[config.mk]
export PLATFORM = sky130hd
export DESIGN_NAME = boot_seq
export DESIGN_NICKNAME = d
export VERILOG_FILES = /design/src/rtl/boot_seq_pkg.sv /design/src/rtl/boot_sync.sv /design/src/rtl/boot_timer.sv /design/src/rtl/boot_src_pick.sv /design/src/rtl/boot_seq.sv
export SDC_FILE = /design/constraint.sdc
export NUM_CORES = 1
export LEC_CHECK = 0
export BUFFER_PORTS_ARGS = -buffer_cell sky130_fd_sc_hd__buf_2
export CAP_MARGIN = 0
export CORE_ASPECT_RATIO = 1.2
export CORE_UTILIZATION = 57
export DETAILED_ROUTE_END_ITERATION = 7
export PLACE_DENSITY = 0.9
export SYNTH_ARGS = -nofsm -noshare
export SYNTH_HDL_FRONTEND = slang
export SYNTH_SLANG_ARGS = --single-unit
export TNS_END_PERCENT = 1
[constraint.sdc]
create_clock -name clk -period 3.9 [get_ports clk]
set_input_delay 0 -clock clk [delete_from_list [all_inputs] [get_ports clk]]
set_output_delay 0 -clock clk [all_outputs]
set_load 0.02 [all_outputs]
[src/rtl/boot_seq_pkg.sv]
`timescale 1ns/1ps
package boot_seq_pkg;

   typedef enum logic [3:0] {
      ST_CLEAR     = 4'd0,
      ST_WAIT_INIT = 4'd1,
      ST_PICK      = 4'd2,
      ST_START     = 4'd3,
      ST_LOAD      = 4'd4,
      ST_WAKE      = 4'd5,
      ST_USER      = 4'd6,
      ST_HALT      = 4'd7,
      ST_STALL     = 4'd8
   } boot_state_t;

   typedef enum logic [1:0] {
      PICK_INT   = 2'd0,
      PICK_EXT   = 2'd1,
      PICK_STALL = 2'd2
   } boot_pick_t;

   function automatic int unsigned max2(input int unsigned a, input int unsigned b);
      return (a > b) ? a : b;
   endfunction

endpackage

[src/rtl/boot_sync.sv]
`timescale 1ns/1ps
module boot_sync #(
   parameter int unsigned STAGES  = 2,
   parameter logic        RST_VAL = 1'b0
) (
   input  logic clk,
   input  logic rst_n,
   input  logic d,
   output logic q
);

   generate
      if (STAGES < 2) begin : g_bad_stages
         $error("boot_sync: STAGES must be at least 2");
      end
   endgenerate

   logic [STAGES-1:0] chain;

   always_ff @(posedge clk or negedge rst_n) begin
      if (!rst_n) chain <= {STAGES{RST_VAL}};
      else        chain <= {chain[STAGES-2:0], d};
   end

   assign q = chain[STAGES-1];

endmodule

[src/rtl/boot_timer.sv]
`timescale 1ns/1ps
module boot_timer #(
   parameter int unsigned W = 4
) (
   input  logic         clk,
   input  logic         rst_n,
   input  logic         clr,
   input  logic         run,
   input  logic [W-1:0] limit,
   output logic         last
);

   logic [W-1:0] cnt;

   always_ff @(posedge clk or negedge rst_n) begin
      if (!rst_n)              cnt <= '0;
      else if (clr || !run)    cnt <= '0;
      else if (!last)          cnt <= cnt + W'(1);
   end

   assign last = run && (cnt == limit);


   timer_bound_chk: assert property (@(posedge clk) disable iff (!rst_n)
      (run && !clr && $past(run) && !$past(clr)) |-> (cnt <= limit));

endmodule

[src/rtl/boot_src_pick.sv]
`timescale 1ns/1ps
module boot_src_pick
   import boot_seq_pkg::*;
#(
   parameter bit FALLBACK_EN = 1'b1
) (
   input  logic       cfg_sel,
   input  logic       img_valid,
   input  logic       sdm,
   input  logic       src_int,
   output boot_pick_t pick,
   output logic       retry_ok
);

   always_comb begin
      if (sdm)                         pick = img_valid ? PICK_INT : PICK_STALL;
      else if (cfg_sel && img_valid)   pick = PICK_INT;
      else                             pick = PICK_EXT;
   end

   generate
      if (FALLBACK_EN) begin : g_fallback
         assign retry_ok = !sdm && img_valid && !src_int;
      end else begin : g_no_fallback
         assign retry_ok = 1'b0;
      end
   endgenerate

endmodule

[src/rtl/boot_seq.sv]
`timescale 1ns/1ps
module boot_seq
   import boot_seq_pkg::*;
#(
   parameter int unsigned CLEAR_CYCLES = 8,
   parameter int unsigned WAKE_CYCLES  = 4,
   parameter int unsigned SYNC_STAGES  = 2,
   parameter bit          FALLBACK_EN  = 1'b1
) (
   input  logic clk,
   input  logic rst_n,
   input  logic prog_req_n,
   input  logic init_in,
   input  logic cfg_sel,
   input  logic sdm_strap,
   input  logic img_valid,
   input  logic refresh_req,
   input  logic ld_done,
   input  logic ld_crc_err,
   input  logic ld_rd_err,
   output logic init_drive_low,
   output logic io_hiz,
   output logic mem_clear,
   output logic src_internal,
   output logic ld_start,
   output logic done_bit,
   output logic done_pin,
   output logic wake
);

   localparam int unsigned CW = $clog2(max2(CLEAR_CYCLES, WAKE_CYCLES) + 1);
   localparam logic [CW-1:0] CLR_LIM  = CW'(CLEAR_CYCLES - 1);
   localparam logic [CW-1:0] WAKE_LIM = CW'(WAKE_CYCLES - 1);

   generate
      if (CLEAR_CYCLES < 1) begin : g_bad_clear
         $error("boot_seq: CLEAR_CYCLES must be at least 1");
      end
      if (WAKE_CYCLES < 2) begin : g_bad_wake
         $error("boot_seq: WAKE_CYCLES must be at least 2");
      end
   endgenerate

   boot_state_t st;
   logic        prog_s, prog_q, init_s, prog_fall, restart;
   logic        src_r, done_r;
   logic        tmr_run, tmr_last;
   logic [CW-1:0] tmr_limit;
   boot_pick_t  pick;
   logic        retry_ok;

   boot_sync #(.STAGES(SYNC_STAGES), .RST_VAL(1'b1)) u_prog_sync (
      .clk(clk), .rst_n(rst_n), .d(prog_req_n), .q(prog_s));

   boot_sync #(.STAGES(SYNC_STAGES), .RST_VAL(1'b0)) u_init_sync (
      .clk(clk), .rst_n(rst_n), .d(init_in), .q(init_s));

   always_ff @(posedge clk or negedge rst_n) begin
      if (!rst_n) prog_q <= 1'b1;
      else        prog_q <= prog_s;
   end

   assign prog_fall = prog_q && !prog_s;
   assign restart   = prog_fall && !sdm_strap;

   assign tmr_run   = (st == ST_CLEAR) || (st == ST_WAKE);
   assign tmr_limit = (st == ST_WAKE) ? WAKE_LIM : CLR_LIM;

   boot_timer #(.W(CW)) u_timer (
      .clk(clk), .rst_n(rst_n), .clr(restart), .run(tmr_run),
      .limit(tmr_limit), .last(tmr_last));

   boot_src_pick #(.FALLBACK_EN(FALLBACK_EN)) u_pick (
      .cfg_sel(cfg_sel), .img_valid(img_valid), .sdm(sdm_strap),
      .src_int(src_r), .pick(pick), .retry_ok(retry_ok));

   always_ff @(posedge clk or negedge rst_n) begin
      if (!rst_n) begin
         st     <= ST_CLEAR;
         src_r  <= 1'b0;
         done_r <= 1'b0;
      end else if (restart) begin
         st     <= ST_CLEAR;
         done_r <= 1'b0;
      end else begin
         unique case (st)
            ST_CLEAR: begin
               done_r <= 1'b0;
               if (tmr_last) st <= sdm_strap ? ST_PICK : ST_WAIT_INIT;
            end
            ST_WAIT_INIT: begin
               if (prog_s && init_s) st <= ST_PICK;
            end
            ST_PICK: begin
               unique case (pick)
                  PICK_INT: begin src_r <= 1'b1; st <= ST_START; end
                  PICK_EXT: begin src_r <= 1'b0; st <= ST_START; end
                  default:  st <= ST_STALL;
               endcase
            end
            ST_START: st <= ST_LOAD;
            ST_LOAD: begin
               if (ld_crc_err) begin
                  st <= ST_HALT;
               end else if (ld_rd_err) begin
                  if (retry_ok) begin
                     src_r <= 1'b1;
                     st    <= ST_START;
                  end else begin
                     st <= ST_HALT;
                  end
               end else if (ld_done) begin
                  done_r <= 1'b1;
                  st     <= ST_WAKE;
               end
            end
            ST_WAKE:  if (tmr_last) st <= ST_USER;
            ST_STALL: if (refresh_req) st <= ST_CLEAR;
            ST_USER, ST_HALT: st <= st;
            default:  st <= ST_CLEAR;
         endcase
      end
   end

   assign init_drive_low = !sdm_strap &&
                           ((st == ST_CLEAR) || (st == ST_HALT) ||
                            ((st == ST_WAIT_INIT) && !prog_s));
   assign io_hiz         = !((st == ST_USER) || ((st == ST_WAKE) && tmr_last));
   assign mem_clear      = (st == ST_CLEAR);
   assign ld_start       = (st == ST_START);
   assign src_internal   = src_r;
   assign done_bit       = done_r;
   assign done_pin       = done_r && !sdm_strap;
   assign wake           = (st == ST_USER);


   restart_clear_chk: assert property (@(posedge clk) disable iff (!rst_n)
      restart |=> (mem_clear && !done_bit && io_hiz));


   init_gate_chk: assert property (@(posedge clk) disable iff (!rst_n)
      (st == ST_WAIT_INIT && !init_s) |=> !ld_start);


   ext_source_chk: assert property (@(posedge clk) disable iff (!rst_n)
      (st == ST_PICK && !sdm_strap && !cfg_sel && !restart) |=> !src_internal);


   wake_done_chk: assert property (@(posedge clk) disable iff (!rst_n)
      $rose(wake) |-> done_bit);


   crc_halt_chk: assert property (@(posedge clk) disable iff (!rst_n)
      (st == ST_LOAD && ld_crc_err && !restart) |=> (st == ST_HALT && !done_bit));


   stall_hold_chk: assert property (@(posedge clk) disable iff (!rst_n)
      (st == ST_STALL && !refresh_req && !restart) |=> (st == ST_STALL && !ld_start));

endmodule

# Yosys cells after proc, flatten, opt, wreduce, memory -nomap -nowiden
# Index checks and enable logic that the tools add are counted.
word_totals:
  reg_bits: 15
  elab_cells: 91
op_classes:
  addsub: 1
  n_eq_ne: 24
  muxes: 28
  bitwise: 1
  reduce_logical: 30
ops:
  columns: ["operator", "count"]
  rows:
  - ["4-bit two-way mux", 11]
  - ["4-bit one-hot mux with 8 select lines", 1]
  - ["3-bit by 2-bit inequality test with 1-bit output, second input constant", 6]
  - ["4-bit by 3-bit equality test with 1-bit output, second input constant", 4]
  - ["6-bit AND reduction", 2]
  - ["1-bit logical AND", 11]
  - ["4-bit by 2-bit equality test with 1-bit output, second input constant", 2]
  - ["1-bit two-way mux", 8]
  - ["2-bit two-way mux", 3]
  - ["3-bit two-way mux", 2]
  - ["2-bit inequality test, second input constant", 3]
  - ["1-bit one-hot mux with 2 select lines", 3]
  - ["1-bit zero test", 5]
  - ["1-bit logical OR", 5]
  - ["5-bit by 4-bit inequality test with 1-bit output, second input constant", 1]
  - ["4-bit by 1-bit adder with 4-bit output, second input constant", 1]
  - ["4-bit by 1-bit equality test with 1-bit output, second input constant", 1]
  - ["4-bit by 3-bit equality test with 1-bit output", 1]
  - ["4-bit equality test, second input constant", 1]
  - ["4-bit zero test", 1]
  - ["2-bit by 1-bit inequality test with 1-bit output, second input constant", 2]
  - ["4-bit AND reduction", 1]
  - ["2-bit OR reduction", 2]
  - ["3-bit by 1-bit inequality test with 1-bit output, second input constant", 1]
  - ["6 further kinds", 6]

# Longest topological paths before layout
# Gate-level depths: netlist of the first run.
depth:
  word_depth: 8
  depth_mapped: 6
  depth_no_buf: 5

# Cells and area by module
# A second synthesis of the first run with hierarchy kept.
hier_totals:
  cells_unflattened: 100
  hier_area_um2: 933.4
by_module_without_submodules:
  columns: ["mod", "n_inst", "cells_per_inst", "area_per_inst_um2", "seq_area_each_um2"]
  rows:
  - ["boot_seq", 1, 67, 553.0, 176.4]
  - ["boot_timer", 1, 26, 251.5, 100.1]
  - ["boot_sync at u_prog_sync", 1, 2, 52.6, 52.6]
  - ["boot_sync at u_init_sync", 1, 2, 50.0, 50.0]
  - ["boot_src_pick", 1, 3, 26.3, 0.0]

# Worst setup path before layout of the first run
# OpenSTA, ideal clock, no wires.
synth_path:
  path_kind: "reg2reg"
  startpoint: "register st[1]"
  endpoint: "register done_r (netlist: done_bit)"
  arrival_time_ns: 1.627
  path_slack_ns: 2.106
  path_stages_with_launch: 5
  n_path_buf: 2
  synth_period_minus_slack_ns: 1.794
  path_cell_list: "dfrtp_1 -> buf_2 -> buf_1 -> nor4_1 -> nor3_1"
synth_between:
  elab_chain_cells: 3
  word_cells_on_any_way: 9
synth_lines:
  columns: ["item", "line", "rtl"]
  rows:
  - ["start: declaration", "boot_seq.sv:44", "boot_state_t st;"]
  - ["start signal: assignment", "boot_seq.sv:89", "if (tmr_last) st <= sdm_strap ? ST_PICK : ST_WAIT_INIT;"]
  - ["start signal: assignment", "boot_seq.sv:119", "ST_USER, ST_HALT: st <= st;"]
  - ["4-bit zero test *", null, null]
  - ["via mem_clear", "boot_seq.sv:23", "output logic mem_clear,"]
  - ["1-bit one-hot mux with 2 select lines or 3-bit nonzero test (tied branches)", null, null]
  - ["1-bit two-way mux or 4-bit AND reduction (tied branches)", null, null]
  - ["end signal: assignment", "boot_seq.sv:81", "done_r <= 1'b0;"]
  - ["end signal: assignment", "boot_seq.sv:84", "done_r <= 1'b0;"]
  - ["end signal: assignment", "boot_seq.sv:88", "done_r <= 1'b0;"]
  - ["end: declaration", "boot_seq.sv:46", "logic src_r, done_r;"]
# Mark *: on every way through the listed nets, which the timed path passes. The rest lies on a longest branch.
# A chain may end at the register's enable or synchronous reset.

# Worst setup path after layout of the first run
layout_path:
  startpoint: "register st[1]"
  endpoint: "output io_hiz"
layout_between:
  elab_chain_cells: 7
  word_cells_on_any_way: 10
layout_lines:
  columns: ["item", "line", "rtl"]
  rows:
  - ["4-bit by 3-bit equality test with 1-bit output", "boot_seq.sv:66, boot_seq.sv:67, boot_seq.sv:128", null]
  - ["3-bit two-way mux", "boot_seq.sv:67", "assign tmr_limit = (st == ST_WAKE) ? WAKE_LIM : CLR_LIM;"]
  - ["4-bit by 3-bit equality test with 1-bit output", "boot_timer.sv:21", "assign last = run && (cnt == limit);"]
  - ["1-bit logical AND", "boot_timer.sv:21", null]
  - ["1-bit logical AND", "boot_seq.sv:128", "assign io_hiz = !((st == ST_USER) || ((st == ST_WAKE) && tmr_last));"]
  - ["1-bit logical OR *", "boot_seq.sv:128", null]
  - ["1-bit zero test *", "boot_seq.sv:128", null]
  - ["end: declaration", "boot_seq.sv:22", "output logic io_hiz,"]
# Every way passes the cells marked *; elsewhere a longest branch is shown, timed or not.

==> results of run 1 <==
## flip-flops by register name, indices dropped and copies added, names as in the netlist
name / cells
st: 4
done_bit: 1
src_internal: 1
u_timer.cnt: 4
u_init_sync.chain: 2
u_prog_sync.chain: 2
prog_q: 1
## worst min path at each step
stage                 from              endpoint  slack [ns]  cells after the start
2_1_floorplan        rst_n  done_bit$_DFFE_PN0P_       -0.30                      0
3_3_place_gp         rst_n     st[0]$_DFFE_PN0P_       -0.08                      1
3_5_place_dp         rst_n     st[0]$_DFFE_PN0P_       -0.08                      1
4_1_cts        refresh_req     st[3]$_DFFE_PN0P_        0.03                      4
5_1_grt        refresh_req     st[3]$_DFFE_PN0P_        0.03                      4
6_report       refresh_req     st[3]$_DFFE_PN0P_        0.04                      4
## through the flow
| stage | cell area, um2 | setup WS, ns | std cells |
|---|---|---|---|
| after CTS | 1100 | 1.84 | 138 |
| final | 1100 | 1.83 | 138 |
| after global routing | 1100 | 1.73 | 138 |
| after detailed placement | 1050 | 2.05 | 131 |
| after floorplan | 972 | 2.11 | 102 |
| after global placement | 1050 | 2.15 | 131 |
## cell usage in the layout (no fill, tap or decap), types with 2 or more instances in the layout
| master | instances |
|---|---|
| nor2_1 | 2 |
| xor2_1 | 3 |
| nand2b_1 | 2 |
| nor3_1 | 6 |
| clkbuf_4 | 3 |
| inv_1 | 2 |
| dlygate4sd3_1 | 3 |
| nand3b_1 | 3 |
| nand2_1 | 10 |
| a31oi_1 | 2 |
| and2_1 | 2 |
| o21a_1 | 2 |
| a211oi_1 | 2 |
| nand3_1 | 2 |
| nor4b_1 | 3 |
| nor4_1 | 3 |
| a21oi_1 | 4 |
| or3b_1 | 2 |
| nor2b_1 | 6 |
| buf_2 | 18 |
| dfrtp_1 | 12 |
| o21ai_0 | 4 |
| mux2i_1 | 2 |
| dfstp_2 | 3 |
## per-layer routing
layer  track usage  vias to the layer above
li1              -                      417
met2         0.361                       29
met4         0.117                        0
met1         0.311                      395
met3        0.0474                        2
met5             0                        -
## layout make-up
| class | instances | share of cell area |
|---|---|---|
| multi-input combinational | 78 | 0.496 |
| sequential | 15 | 0.344 |
| timing repair buffer | 21 | 0.109 |
| clock buffer | 4 | 0.0238 |
| tap | 18 | 0.0204 |
| inverter | 2 | 0.00681 |
## critical path: cells and delay by family (launching register included)
| family | cells | cell delay (ns) |
|---|---|---|
| simple gates | 2 | 0.64 |
| flops | 1 | 0.59 |
| mux | 1 | 0.35 |
| buf+inv | 1 | 0.16 |
| compound gates | 1 | 0.06 |
## kinds of logic after synthesis
group / Yosys count / synth area share
xor+xnor: 3 / 0.0270
flops: 15 / 0.390
fa+ha+maj: 1 / 0.0129
compound gates: 22 / 0.151
buf+inv: 9 / 0.0476
simple gates: 49 / 0.328
mux: 3 / 0.0438
## timing repair
item,in CTS,in global routing
setup buffers,0,0
endpoints found under the setup margin,0,0
endpoints found under the hold margin,17,0
hold buffers,3,0
## power by group
| group | switching, mW | internal, mW |
|---|---|---|
| Sequential | 0.0773 | 0.190 |
| Combinational | 0.152 | 0.151 |
| Clock | 0.0470 | 0.0396 |
==> results.md, run 1 <==
* Slew @ Worst Pin at 0.561 ns
* Post-synth top cells: dfrtp_1 (12), nand2_1 (10), nor2b_1 (6), nor3_1 (6)
* Via Count at 843
* Largest net degree at the start of global routing at 21
* Met3 wire len at 75 um
* Max cap viols at 0
* Final Hold Vio Count at 0
* Syn avg cell area at 9.53 um2
* Antenna-violating nets left at 0
* RSZ-0062 raised after global routing: no
* Area Overhead vs Synth at 13.4%
* DIE HEIGHT at 47.2 um
* Synth async-reset ratio at 1.00
* Die Wd at 39.7 um
* Crit end category: output port
* Setup total negative slack at 0 ns
* Crit path to: io_hiz
* Initial Util at 0.600
* Total power at 657 uW
* Hold WS at 0.0396 ns
* Crit path launch: st[1]$_DFFE_PN0P_
* Top Metal Used: met4
* Pwr dens at 596 mW/mm2
* Avg WL per Cell at 14.0 um
* Fin crit share at 0.531
* Layout cells sized above 1 at 0.242
* Peak VDD IR at 0.413 mV
* Crit path DAT at 2.07 ns
* Clk root buf: clkbuf_4
* EDFF count, synth at 0
* FF-to-FF setup slack at 2.03 ns
* Post-synth top area share at 0.309
* GP Congestion at 0.777
* # setup viols final at 0
* Synthesized area at 972 um2
* Clk_skew at 0.00346 ns
* Register area at 379 um2
* Slew Limit Headroom at 0.626
* CTS max path bufs at 2
* Final Util at 0.680
* Site row count at 16
* Seq/Total Area, Yosys at 0.390
* Worst path cell trace: and4bb_4 > mux2i_4 > and3b_1 > o21ai_0 > buf_2
* RR Startpoint: st[0]$_DFFE_PN0P_
* Critical path launch point type: flop
* N_diodes at 0
* Placeable Area at 0.00162 mm2
* CP max stage delay at 0.59 ns
* Top_reg_cell synth: dfrtp_1
* Met2 wire length at 970 um
* Synthesized net count at 114
* Leakage at 0.478 nW
* WP data required at 3.90 ns
* Top-count cell post-synth: dfrtp_1
* Port bufs at 18
* Drt first-iter violations at 16
* Die area at 0.00188 mm2
* Fillers at 130
* F_max at 483 MHz
* Status: completed
* Synth unique cells at 44
* Synth Warn # at 0
* Clock net sink count at 15
* Routed WL at 1930 um
* Vias in the first global route at 699
* Worst path slowest cell: dfrtp_1
* Ports at 19
* Clock latency on the worst-skew pair at 0.28 ns
* Synth Instances at 102
* R2R cell count at 4
* Reg2reg end: st[0]$_DFFE_PN0P_
* Setup CP Type: reg2out
* First-pass DRT Iterations at 4
* Yosys reg bits at 15
* Post-CTS Resized at 0
* Global-route wire length before repair at 2940 um
* Leading area contributor after synthesis: dfrtp_1
* Final HPWL DP at 1420 um
* Total congestion overflow at 0
* Initial antenna violation count at 0
* Worst Hold Class: in2reg
* Met1 wire length at 865 um
* Worst-path clk slew at 0.09 ns
* Largest cells by area after synthesis: dfrtp_1 (31%), dfstp_2 (8.1%), nand2_1 (3.9%)
* Area taken by multi-input logic gates at 547 um2
* Slew Viols, Final at 0
* CTS Buf Count at 3
* Critical Path Fanout Max at 20
* Final min period at 2.07 ns
* GRT Total Usage at 0.234
* DR vias/cell at 6.11
* Nets at 133
* CTS tree: done
* CTS H-tree depth at 1
* Drt drc at 0
No activity file was read; power rests on OpenSTA's default activity.
==> run 2, diff against run 1 <==
--- a/config.mk
+++ b/config.mk
@@ -8,9 +8,9 @@
 export BUFFER_PORTS_ARGS = -buffer_cell sky130_fd_sc_hd__buf_2
 export CAP_MARGIN = 0
 export CORE_ASPECT_RATIO = 1.2
-export CORE_UTILIZATION = 57
+export CORE_UTILIZATION = 53
 export DETAILED_ROUTE_END_ITERATION = 7
-export PLACE_DENSITY = 0.9
+export PLACE_DENSITY = 0.85
 export SYNTH_ARGS = -nofsm -noshare
 export SYNTH_HDL_FRONTEND = slang
 export SYNTH_SLANG_ARGS = --single-unit
==> constraint.sdc (replaced) <==
create_clock -name clk -period 2.1 [get_ports clk]
set_input_delay 0 -clock clk [delete_from_list [all_inputs] [get_ports clk]]
set_output_delay 0 -clock clk [all_outputs]
set_load 0.02 [all_outputs]
==> results.md, run 2 (same netlist as run 1, synthesis figures left out) <==
* Setup CP Type: reg2out
* WP data required at 2.10 ns (-1.80 ns)
* Layout cells sized above 1 at 0.296 (+0.0543)
* RSZ-0062 raised after global routing: no
* First-pass DRT Iterations at 4 (unchanged)
* Most frequent cells in the layout: buf_2 (18), nand2_1 (10), dfrtp_1 (9)
* Register area at 383 um2 (+0.99%)
* Via Count at 878 (+4.2%)
* Crit end category: output port
* F_max at 520 MHz
* Nets at 138 (+3.8%)
* DIE HEIGHT at 48.9 um (+3.5%)
* N_diodes at 0 (unchanged)
* Area Overhead vs Synth at 17.6%
* Max cap viols at 0 (unchanged)
* Routed WL at 1990 um (+3.3%)
* Met2 global-route usage at 0.323 (-0.0377)
* Critical Path Fanout Max at 4 (-80%)
* Die Wd at 41.1 um (+3.5%)
* Slew Limit Headroom at 0.707 (+0.0814)
* CTS Buf Count at 3 (unchanged)
* Crit path DAT at 1.92 ns (-0.15 ns)
* Final Util at 0.680 (about the same)
* Slew Viols, Final at 0 (unchanged)
* Initial Util at 0.578 (-0.0214)
* Avg WL per Cell at 13.9 um (-0.34%)
* Clk root buf: clkbuf_4
* Status: completed
* Fin crit share at 0.916
* Fillers at 139 (+6.9%)
* GRT Total Usage at 0.220 (-0.0135)
* CTS H-tree depth at 1 (unchanged)
* Final Instance Area at 0.00114 mm2 (+3.7%)
* Placed Area at 0.00106 mm2 (+1.4%)
* Area taken by multi-input logic gates at 547 um2 (unchanged)
* Setup total negative slack at 0 ns (unchanged)
* Clock net sink count at 15 (unchanged)
* Clock latency on the worst-skew pair at 0.29 ns (about the same)
* Slew @ Worst Pin at 0.433 ns (-0.128 ns)
* Antenna-violating nets left at 0 (unchanged)
* GP Congestion at 0.824 (+6.1%)
* Met3 usage at 0.0411 (-0.00630)
* Critical path launch point type: flop
* Largest net degree at the start of global routing at 21 (unchanged)
* Worst-path clk slew at 0.09 ns (about the same)
* Total congestion overflow at 0 (unchanged)
* Drt first-iter violations at 13 (-3)
* Worst Hold Class: in2reg
* Busiest metal layer after global routing: met2
* Total power at 1.26 mW (+91%)
* Most common cell after layout, fill and taps aside: buf_2
* Largest regs: st (4), u_timer.cnt (4)
* CTS tree: done
* Die area at 0.00201 mm2 (+7.2%)
* Site row count at 16 (unchanged)
* CTS max path bufs at 2 (unchanged)
* Final Hold Vio Count at 0 (unchanged)
* Final min period at 1.92 ns
* DR vias/cell at 6.14 (+0.51%)
* Vias in the first global route at 759 (+8.6%)
* Port bufs at 18 (unchanged)
* Placeable Area at 0.00168 mm2 (+3.7%)
* # setup viols final at 0 (unchanged)
* Final HPWL DP at 1430 um (+1.1%)
* Global-route wire length before repair at 3060 um (+4.0%)
* Leakage at 0.500 nW (+4.7%)
* Peak VDD IR at 0.713 mV (+73%)
* Clk_skew at 0.00581 ns (+0.00235 ns)
* Pwr dens at 1100 mW/mm2 (+84%)
* Drt drc at 0 (unchanged)
* Ports at 19 (unchanged)
* Initial antenna violation count at 0 (unchanged)
* Met1 usage at 0.309 (-0.00190)
[run 2: metal layers]
| layer | part of all wire | up-vias |
|---|---|---|
| li1 | - | 428 |
| met1 | 0.44 | 421 |
| met2 | 0.49 | 24 |
| met3 | 0.041 | 5 |
| met4 | 0.020 | 0 |
| met5 | 0 | - |
[run 2: timing repair]
action | CTS | global route
setup buffers | 0 | 3
resized for setup | 0 | 3
endpoints found under the setup margin | 0 | 1
hold buffers | 3 | 0
endpoints found under the hold margin | 17 | 0
[run 2: worst paths after layout]
path	start	to	slack, ns	cells past startpoint
setup / recovery	u_timer.cnt[0]$_DFFE_PN0P_	io_hiz	0.18	6
hold / removal	refresh_req	st[3]$_DFFE_PN0P_	0.04	4
setup reg to reg	st[2]$_DFFE_PN0P_	st[0]$_DFFE_PN0P_	0.35	4
hold reg to reg	u_init_sync.chain[0]$_DFF_PN0_	u_init_sync.chain[1]$_DFF_PN0_	0.36	0
max in group asynchronous	rst_n	u_prog_sync.chain[0]$_DFF_PN1_	1.67	2
min in group asynchronous	rst_n	u_timer.cnt[1]$_DFFE_PN0P_	0.13	2
[run 2: report_power, final]
part | internal (mW) | switching, mW | leakage (nW)
Clock | 0.0738 | 0.0932 | 0.0150
Sequential | 0.358 | 0.131 | 0.183
Combinational | 0.298 | 0.301 | 0.302
[run 2: stage by stage]
step / hold WS (ns) / std cells / worst slack [ns]
2_1_floorplan: -0.296 / 102 / 0.306
3_3_place_gp: -0.0830 / 133 / 0.348
3_5_place_dp: -0.0795 / 133 / 0.266
4_1_cts: 0.0278 / 140 / 0.0256
5_1_grt: 0.0380 / 143 / 0.0773
6_report: 0.0358 / 143 / 0.177
[run 2: final cells by class]
type | count | area share
clock buffer | 4 | 0.0230
inverter | 2 | 0.00656
multi-input combinational | 78 | 0.478
sequential | 15 | 0.335
tap | 18 | 0.0197
timing repair buffer | 26 | 0.138
[run 2: critical path: stages, from the launching register on]
cell and delay (ns):
dfrtp_1 0.40, ha_1 0.21, or3b_1 0.41, mux2i_4 0.21, and3b_1 0.18, o21ai_0 0.07
buf_2 0.16
